### config.mk
export PLATFORM = sky130hd
export DESIGN_NAME = tri_timebase
export DESIGN_NICKNAME = d
export VERILOG_FILES = /design/src/rtl/tri_timebase_pkg.sv /design/src/rtl/tri_timebase_control.sv /design/src/rtl/tri_timebase_datapath.sv /design/src/rtl/tri_timebase.sv
export SDC_FILE = /design/constraint.sdc
export NUM_CORES = 1
export LEC_CHECK = 0
export BUFFER_PORTS_ARGS = -buffer_cell sky130_fd_sc_hd__buf_2
export CAP_MARGIN = 30
export CORE_ASPECT_RATIO = 1.1
export CORE_MARGIN = 4
export CORE_UTILIZATION = 52
export DETAILED_ROUTE_END_ITERATION = 8
export PLACE_DENSITY = 0.73
export SYNTH_ARGS = -nofsm -noshare
export SYNTH_HDL_FRONTEND = slang
export SYNTH_HIERARCHICAL = 1
export SYNTH_SLANG_ARGS = --single-unit
### constraint.sdc
create_clock -name clk -period 3.8 [get_ports clk]
set_input_delay 0.57 -clock clk [delete_from_list [all_inputs] [get_ports clk]]
set_output_delay 0.57 -clock clk [all_outputs]
set_load 0.005 [all_outputs]
### src/rtl/tri_timebase_pkg.sv
`timescale 1ns/1ps
package tri_timebase_pkg;
  parameter int TB_CNT_W = 10;

  typedef enum logic [1:0] {
    ADDR_CTRL = 2'd0,
    ADDR_BUF  = 2'd1,
    ADDR_PER  = 2'd2
  } tbAddr_e;

  typedef struct packed {
    logic                tick;
    logic                clear;
    logic                reload;
    logic [TB_CNT_W-1:0] reloadVal;
    logic                directLoad;
    logic [TB_CNT_W-1:0] directVal;
  } tbStrobe_t;
endpackage

### src/rtl/tri_timebase_control.sv
`timescale 1ns/1ps
module tri_timebase_control
  import tri_timebase_pkg::*;
#(
  parameter int                  DataW       = 16,
  parameter int                  SelW        = 3,
  parameter int                  DivW        = 3,
  parameter int                  PreMax      = 5,
  parameter logic [TB_CNT_W-1:0] ResetPeriod = 10'h0FF
) (
  input  logic             clk,
  input  logic             rstN,
  input  logic             wrEn,
  input  logic [1:0]       wrAddr,
  input  logic [DataW-1:0] wrData,
  input  logic             underflowIn,
  output tbStrobe_t        strobe,
  output logic             irqOut
);
  localparam int PreCntW = PreMax;
  localparam int SelLo   = 1;
  localparam int SelHi   = SelW;
  localparam int DivLo   = SelW + 1;
  localparam int DivHi   = SelW + DivW;

  logic                enableQ;
  logic [SelW-1:0]     selQ;
  logic [DivW-1:0]     divQ;
  logic [DivW-1:0]     tallyQ;
  logic [TB_CNT_W-1:0] bufferQ;
  logic [PreCntW-1:0]  preCntQ;

  logic [SelW-1:0]     selEff;
  logic [PreCntW-1:0]  preMask;
  logic [TB_CNT_W-1:0] wrVal;
  logic                ctrlWr, bufWr, perWr, tallyHit;

  always_comb begin
    wrVal    = wrData[TB_CNT_W-1:0];
    ctrlWr   = wrEn && (wrAddr == ADDR_CTRL);
    bufWr    = wrEn && (wrAddr == ADDR_BUF);
    perWr    = wrEn && (wrAddr == ADDR_PER);
    selEff   = (selQ > SelW'(PreMax)) ? SelW'(PreMax) : selQ;
    preMask  = PreCntW'((1 << selEff) - 1);
    tallyHit = underflowIn && (tallyQ == divQ);

    strobe.tick       = enableQ && ((preCntQ & preMask) == preMask);
    strobe.clear      = !enableQ;
    strobe.reload     = tallyHit;
    strobe.reloadVal  = bufferQ;
    strobe.directLoad = perWr && !enableQ && (wrVal != '0);
    strobe.directVal  = wrVal;
  end

  always_ff @(posedge clk) begin
    if (!rstN) begin
      enableQ <= 1'b0;
      selQ    <= '0;
      divQ    <= '0;
      bufferQ <= ResetPeriod;
      preCntQ <= '0;
      tallyQ  <= '0;
      irqOut  <= 1'b0;
    end else begin
      if (ctrlWr) begin
        enableQ <= wrData[0];
        selQ    <= wrData[SelHi:SelLo];
        divQ    <= wrData[DivHi:DivLo];
      end
      if (bufWr && (wrVal != '0)) bufferQ <= wrVal;
      preCntQ <= enableQ ? preCntQ + 1'b1 : '0;
      if (!enableQ)         tallyQ <= '0;
      else if (underflowIn) tallyQ <= tallyHit ? '0 : tallyQ + 1'b1;
      irqOut <= tallyHit;
    end
  end

  assert_irq_follows_uf_R5: assert property (@(posedge clk) disable iff (!rstN)
    irqOut |-> $past(underflowIn));

  assert_shadow_nonzero_R7: assert property (@(posedge clk) disable iff (!rstN)
    bufferQ != '0);
endmodule

### src/rtl/tri_timebase_datapath.sv
`timescale 1ns/1ps
module tri_timebase_datapath
  import tri_timebase_pkg::*;
#(
  parameter logic [TB_CNT_W-1:0] ResetPeriod = 10'h0FF
) (
  input  logic                clk,
  input  logic                rstN,
  input  tbStrobe_t           strobe,
  output logic [TB_CNT_W-1:0] countOut,
  output logic                downOut,
  output logic                underflow,
  output logic                reloadOut
);
  logic [TB_CNT_W-1:0] countQ, periodQ, nextCount;
  logic                downQ, goingDown;

  always_comb begin
    goingDown = downQ || (countQ >= periodQ);
    nextCount = goingDown ? countQ - 1'b1 : countQ + 1'b1;
    underflow = strobe.tick && !strobe.clear && goingDown
                && (countQ == TB_CNT_W'(1));
  end

  always_ff @(posedge clk) begin
    if (!rstN) begin
      countQ    <= '0;
      downQ     <= 1'b0;
      periodQ   <= ResetPeriod;
      reloadOut <= 1'b0;
    end else begin
      if (strobe.clear) begin
        countQ <= '0;
        downQ  <= 1'b0;
      end else if (strobe.tick) begin
        countQ <= nextCount;
        downQ  <= goingDown && !underflow;
      end
      if (strobe.directLoad)  periodQ <= strobe.directVal;
      else if (strobe.reload) periodQ <= strobe.reloadVal;
      reloadOut <= strobe.reload;
    end
  end

  assign countOut = countQ;
  assign downOut  = downQ;

  assert_count_within_R3: assert property (@(posedge clk) disable iff (!rstN)
    countQ <= periodQ);

  assert_step_one_R2: assert property (@(posedge clk) disable iff (!rstN)
    (strobe.tick && !strobe.clear) |=>
      (countQ == TB_CNT_W'($past(countQ) + 1'b1)) ||
      (countQ == TB_CNT_W'($past(countQ) - 1'b1)));

  assert_hold_idle_R2: assert property (@(posedge clk) disable iff (!rstN)
    (!strobe.tick && !strobe.clear) |=> $stable(countQ));

  assert_clear_zero_R9: assert property (@(posedge clk) disable iff (!rstN)
    strobe.clear |=> (countQ == '0) && !downQ);

  assert_uf_turns_R4: assert property (@(posedge clk) disable iff (!rstN)
    underflow |=> (countQ == '0) && !downQ);

  assert_reload_value_R6: assert property (@(posedge clk) disable iff (!rstN)
    (strobe.reload && !strobe.directLoad) |=> periodQ == $past(strobe.reloadVal));
endmodule

### src/rtl/tri_timebase.sv
`timescale 1ns/1ps
module tri_timebase
  import tri_timebase_pkg::*;
#(
  parameter int                  DataW       = 16,
  parameter int                  SelW        = 3,
  parameter int                  DivW        = 3,
  parameter int                  PreMax      = 5,
  parameter logic [TB_CNT_W-1:0] ResetPeriod = 10'h0FF
) (
  input  logic                clk,
  input  logic                rstN,
  input  logic                wrEn,
  input  logic [1:0]          wrAddr,
  input  logic [DataW-1:0]    wrData,
  output logic [TB_CNT_W-1:0] count,
  output logic                countDown,
  output logic                underflowIrq,
  output logic                reloadStb
);
  tbStrobe_t strobe;
  logic      underflow;

  tri_timebase_control #(
    .DataW(DataW), .SelW(SelW), .DivW(DivW),
    .PreMax(PreMax), .ResetPeriod(ResetPeriod)
  ) u_control (
    .clk(clk), .rstN(rstN), .wrEn(wrEn), .wrAddr(wrAddr), .wrData(wrData),
    .underflowIn(underflow), .strobe(strobe), .irqOut(underflowIrq)
  );

  tri_timebase_datapath #(
    .ResetPeriod(ResetPeriod)
  ) u_datapath (
    .clk(clk), .rstN(rstN), .strobe(strobe),
    .countOut(count), .downOut(countDown),
    .underflow(underflow), .reloadOut(reloadStb)
  );
endmodule

==> flow_summary.toml <==
[outcome]
status = "completed"

[yosys]
yosys_warnings = 6
synthArstFlopShare = 0
synth_area_per_cell_um2 = 8.65
synth_edf_count = 0
synth_common_cells = "dfxtp_1, nand2_1, inv_1"
postSynthCellCount = 321
syn_area_um2 = 2780
syn_nets = 358
ys_seq_area_frac = 0.346
yosysMostFrequentCell = "dfxtp_1"
yosysUniqueCellTypes = 49
synth_top_area_cell = "dfxtp_1"
synth_top_area_share = 0.346
ys_seq_elements = 48
ys.flop_type = "dfxtp_1"
synthTopCellsByArea = "dfxtp_1, ha_1, mux2i_1"

[layout]
fill_cells = 476
diodes = 0
fin_nets = 374
instances_no_fill = 410
areaGrowthSynthToFinish_pct = 7.57
layout-drive-gt1-share = 0.189

[power]
peakVddDrop_v = 0.000236
total_power_mw = 0.900
power.density_nw_per_um2 = 301
p_leak_nw = 1.22

[detailed_routing]
dr.pass1.iters = 4
totalWireLength_um = 5650
num_vias = 2264
via_per_inst = 5.52
post_drt_wl_per_cell_um = 13.8
postRouteAntennaNets = 0
first_iter_violations = 111
drcViolationCount = 0

[sta]
hold_violations = 0
finalSetupTns_ns = 0
fin_crit_ns = 3.33
max_slew_margin = 0.574
grt_setup_unrepaired = "no"
period_share = 0.877
clock_skew_ns = 0.00671
fmax_ghz = 0.300
maxSlewViolCount = 0
worst_pin_slew_ns = 0.638
setup_slack_ns = 0.467
setup_viol = 0

[worst_hold_path]
min_from = "u_control/bufferQ[7]"
min-delay-path-class = "flop to flop"
worstHoldPathCells = 2
min_to = "u_control/bufferQ[7]"

[clock_tree]
insertion_delay_ns = 0.30
cts_tree = "yes"
clk_pin_slew_ns = 0.09
clockBufferDepth = 2
cts.htree.levels = 2
cts_sinks = 48
hold_buffers = 0
cts_made_buffers = 5
root_buffer = "clkbuf_8"

[worst_setup_path]
regToRegEndpoint = "u_datapath/periodQ[9]"
cp_max_fo = 16
r2r-start = "u_control/selQ[0]"
cp.arrival_ns = 3.53
critPathKind = "flop to flop"
crit_path_end_kind = "flop"
critical_path_required_ns = 4.00
reg2reg_depth = 13
critPathLaunchType = "flop"
r2r_slack_ns = 0.47

[floorplan]
io_pins = 34
rows = 27
die_area_um2 = 6570
die_x_um = 77.7
start_util = 0.544
coreArea_um2 = 5100
die_y_um = 84.6

[grt]
grt_pass1_vias = 2103
grt_pass1_wl_um = 9670
grt_max_degree = 18
grt_overflow = 0
antenna_found_initial = 0
grt_usage = 0.178

[placement]
dp_hpwl_um = 4230
numPortBuffers = 27
gp_congestion = 0.912
place_ws_ns = 0.270
placed_cells = 401

[flow_run]
cap_violations = 0
[cell families (layout without fill, tap and decap cells)]
group / Yosys count / in the layout / share of synthesized area
and+or+nand+nor: 118 / 118 / 0.258
AOI/OAI and AO/OA: 61 / 61 / 0.134
buffers and inverters: 49 / 66 / 0.0888
DFF: 48 / 48 / 0.346
muxes: 19 / 19 / 0.0689
adders and majority gates: 16 / 16 / 0.0721
xor gates and xnor gates: 10 / 10 / 0.0315
[worst max path at each step]
stage | slack [ns] | end | cells after the start | start
after CTS | 0.24 | u_datapath/periodQ[9] | 13 | u_control/selQ[2]
after floorplan | 0.46 | u_datapath/periodQ[0] | 14 | u_control/selQ[2]
after global routing | 0.07 | u_datapath/periodQ[8] | 13 | u_control/selQ[2]
final | 0.47 | u_datapath/periodQ[9] | 13 | u_control/selQ[0]
after detailed placement | 0.27 | u_datapath/periodQ[9] | 13 | u_control/selQ[0]
after global placement | 0.33 | u_datapath/periodQ[9] | 13 | u_control/selQ[2]
[per-layer routing]
metal	GRT usage	up-vias	wire, um
li1	-	1139	-
met3	0.0343	4	315
met4	0.0518	0	26
met1	0.230	1046	2580
met5	0	-	0
met2	0.298	75	2730
[metrics by stage]
step                       util  hold WS (ns)  area (um2)
after global placement    0.565         0.448        2880
after CTS                 0.583         0.474        2980
after detailed placement  0.565         0.455        2880
after global routing      0.585         0.495        2990
after floorplan               -         0.430        2780
final                     0.585         0.469        2990
[layout by cell type (no fill, tap or decap), types with 3 or more instances in the layout]
master     n
clkbuf_8   5
nand4_1    4
nor3b_1    3
and2_1     4
nand3_1    8
o21ai_0   24
nor3_1    17
nand2b_1   4
buf_4      5
nand2_1   28
buf_2     27
nor3b_2    6
nor2_1    22
mux2i_1   18
inv_1     25
nor3_2     3
dfxtp_1   48
xnor2_1    3
xor2_1     7
ha_1      16
a211oi_1   5
a21oi_1   18
[sequential cells by signal, indices dropped and copies added, names as in the netlist]
name	count
u_control/irqOut	1
u_control/enableQ	1
u_control/divQ	3
u_datapath/countOut	10
u_control/preCntQ	5
u_datapath/periodQ	10
u_datapath/downOut	1
u_control/selQ	3
u_control/bufferQ	10
u_control/tallyQ	3
u_datapath/reloadOut	1
[cell type report]
cell class	instances	area, um2	share of cell area
Multi-Input combinational cell	224	1570	0.527
Sequential cell	48	961	0.322
Timing Repair Buffer	32	173	0.0578
Inverter	26	97.6	0.0327
Tap cell	72	90.1	0.0302
Clock buffer	5	68.8	0.0230
Clock inverter	3	23.8	0.00796
[where the power goes]
part	internal (mW)	leakage (nW)	switching [mW]	total, mW
clock network	0.130	0.0404	0.177	0.308
registers	0.514	0.390	0.00666	0.521
logic	0.0279	0.788	0.0434	0.0713
total	0.673	1.22	0.227	0.900
[repair_timing]
item | 4_1_cts | 5_1_grt
buffers inserted | 0 | 1
gates resized for setup | 0 | 1
setup endpoints to repair | 0 | 9
[critical path, cell delays in order (launching register included)]
cell and delay [ns]:
dfxtp_1 0.37, nor3_1 0.26, inv_1 0.07, ha_1 0.28
o221ai_1 0.12, a221oi_1 0.33, nor3b_2 0.33, nand4_1 0.18
a21oi_2 0.25, nor4b_4 0.32, buf_4 0.26, mux2i_1 0.19
o21ai_0 0.09, and2_1 0.19
No activity file was read; power rests on OpenSTA's default activity.
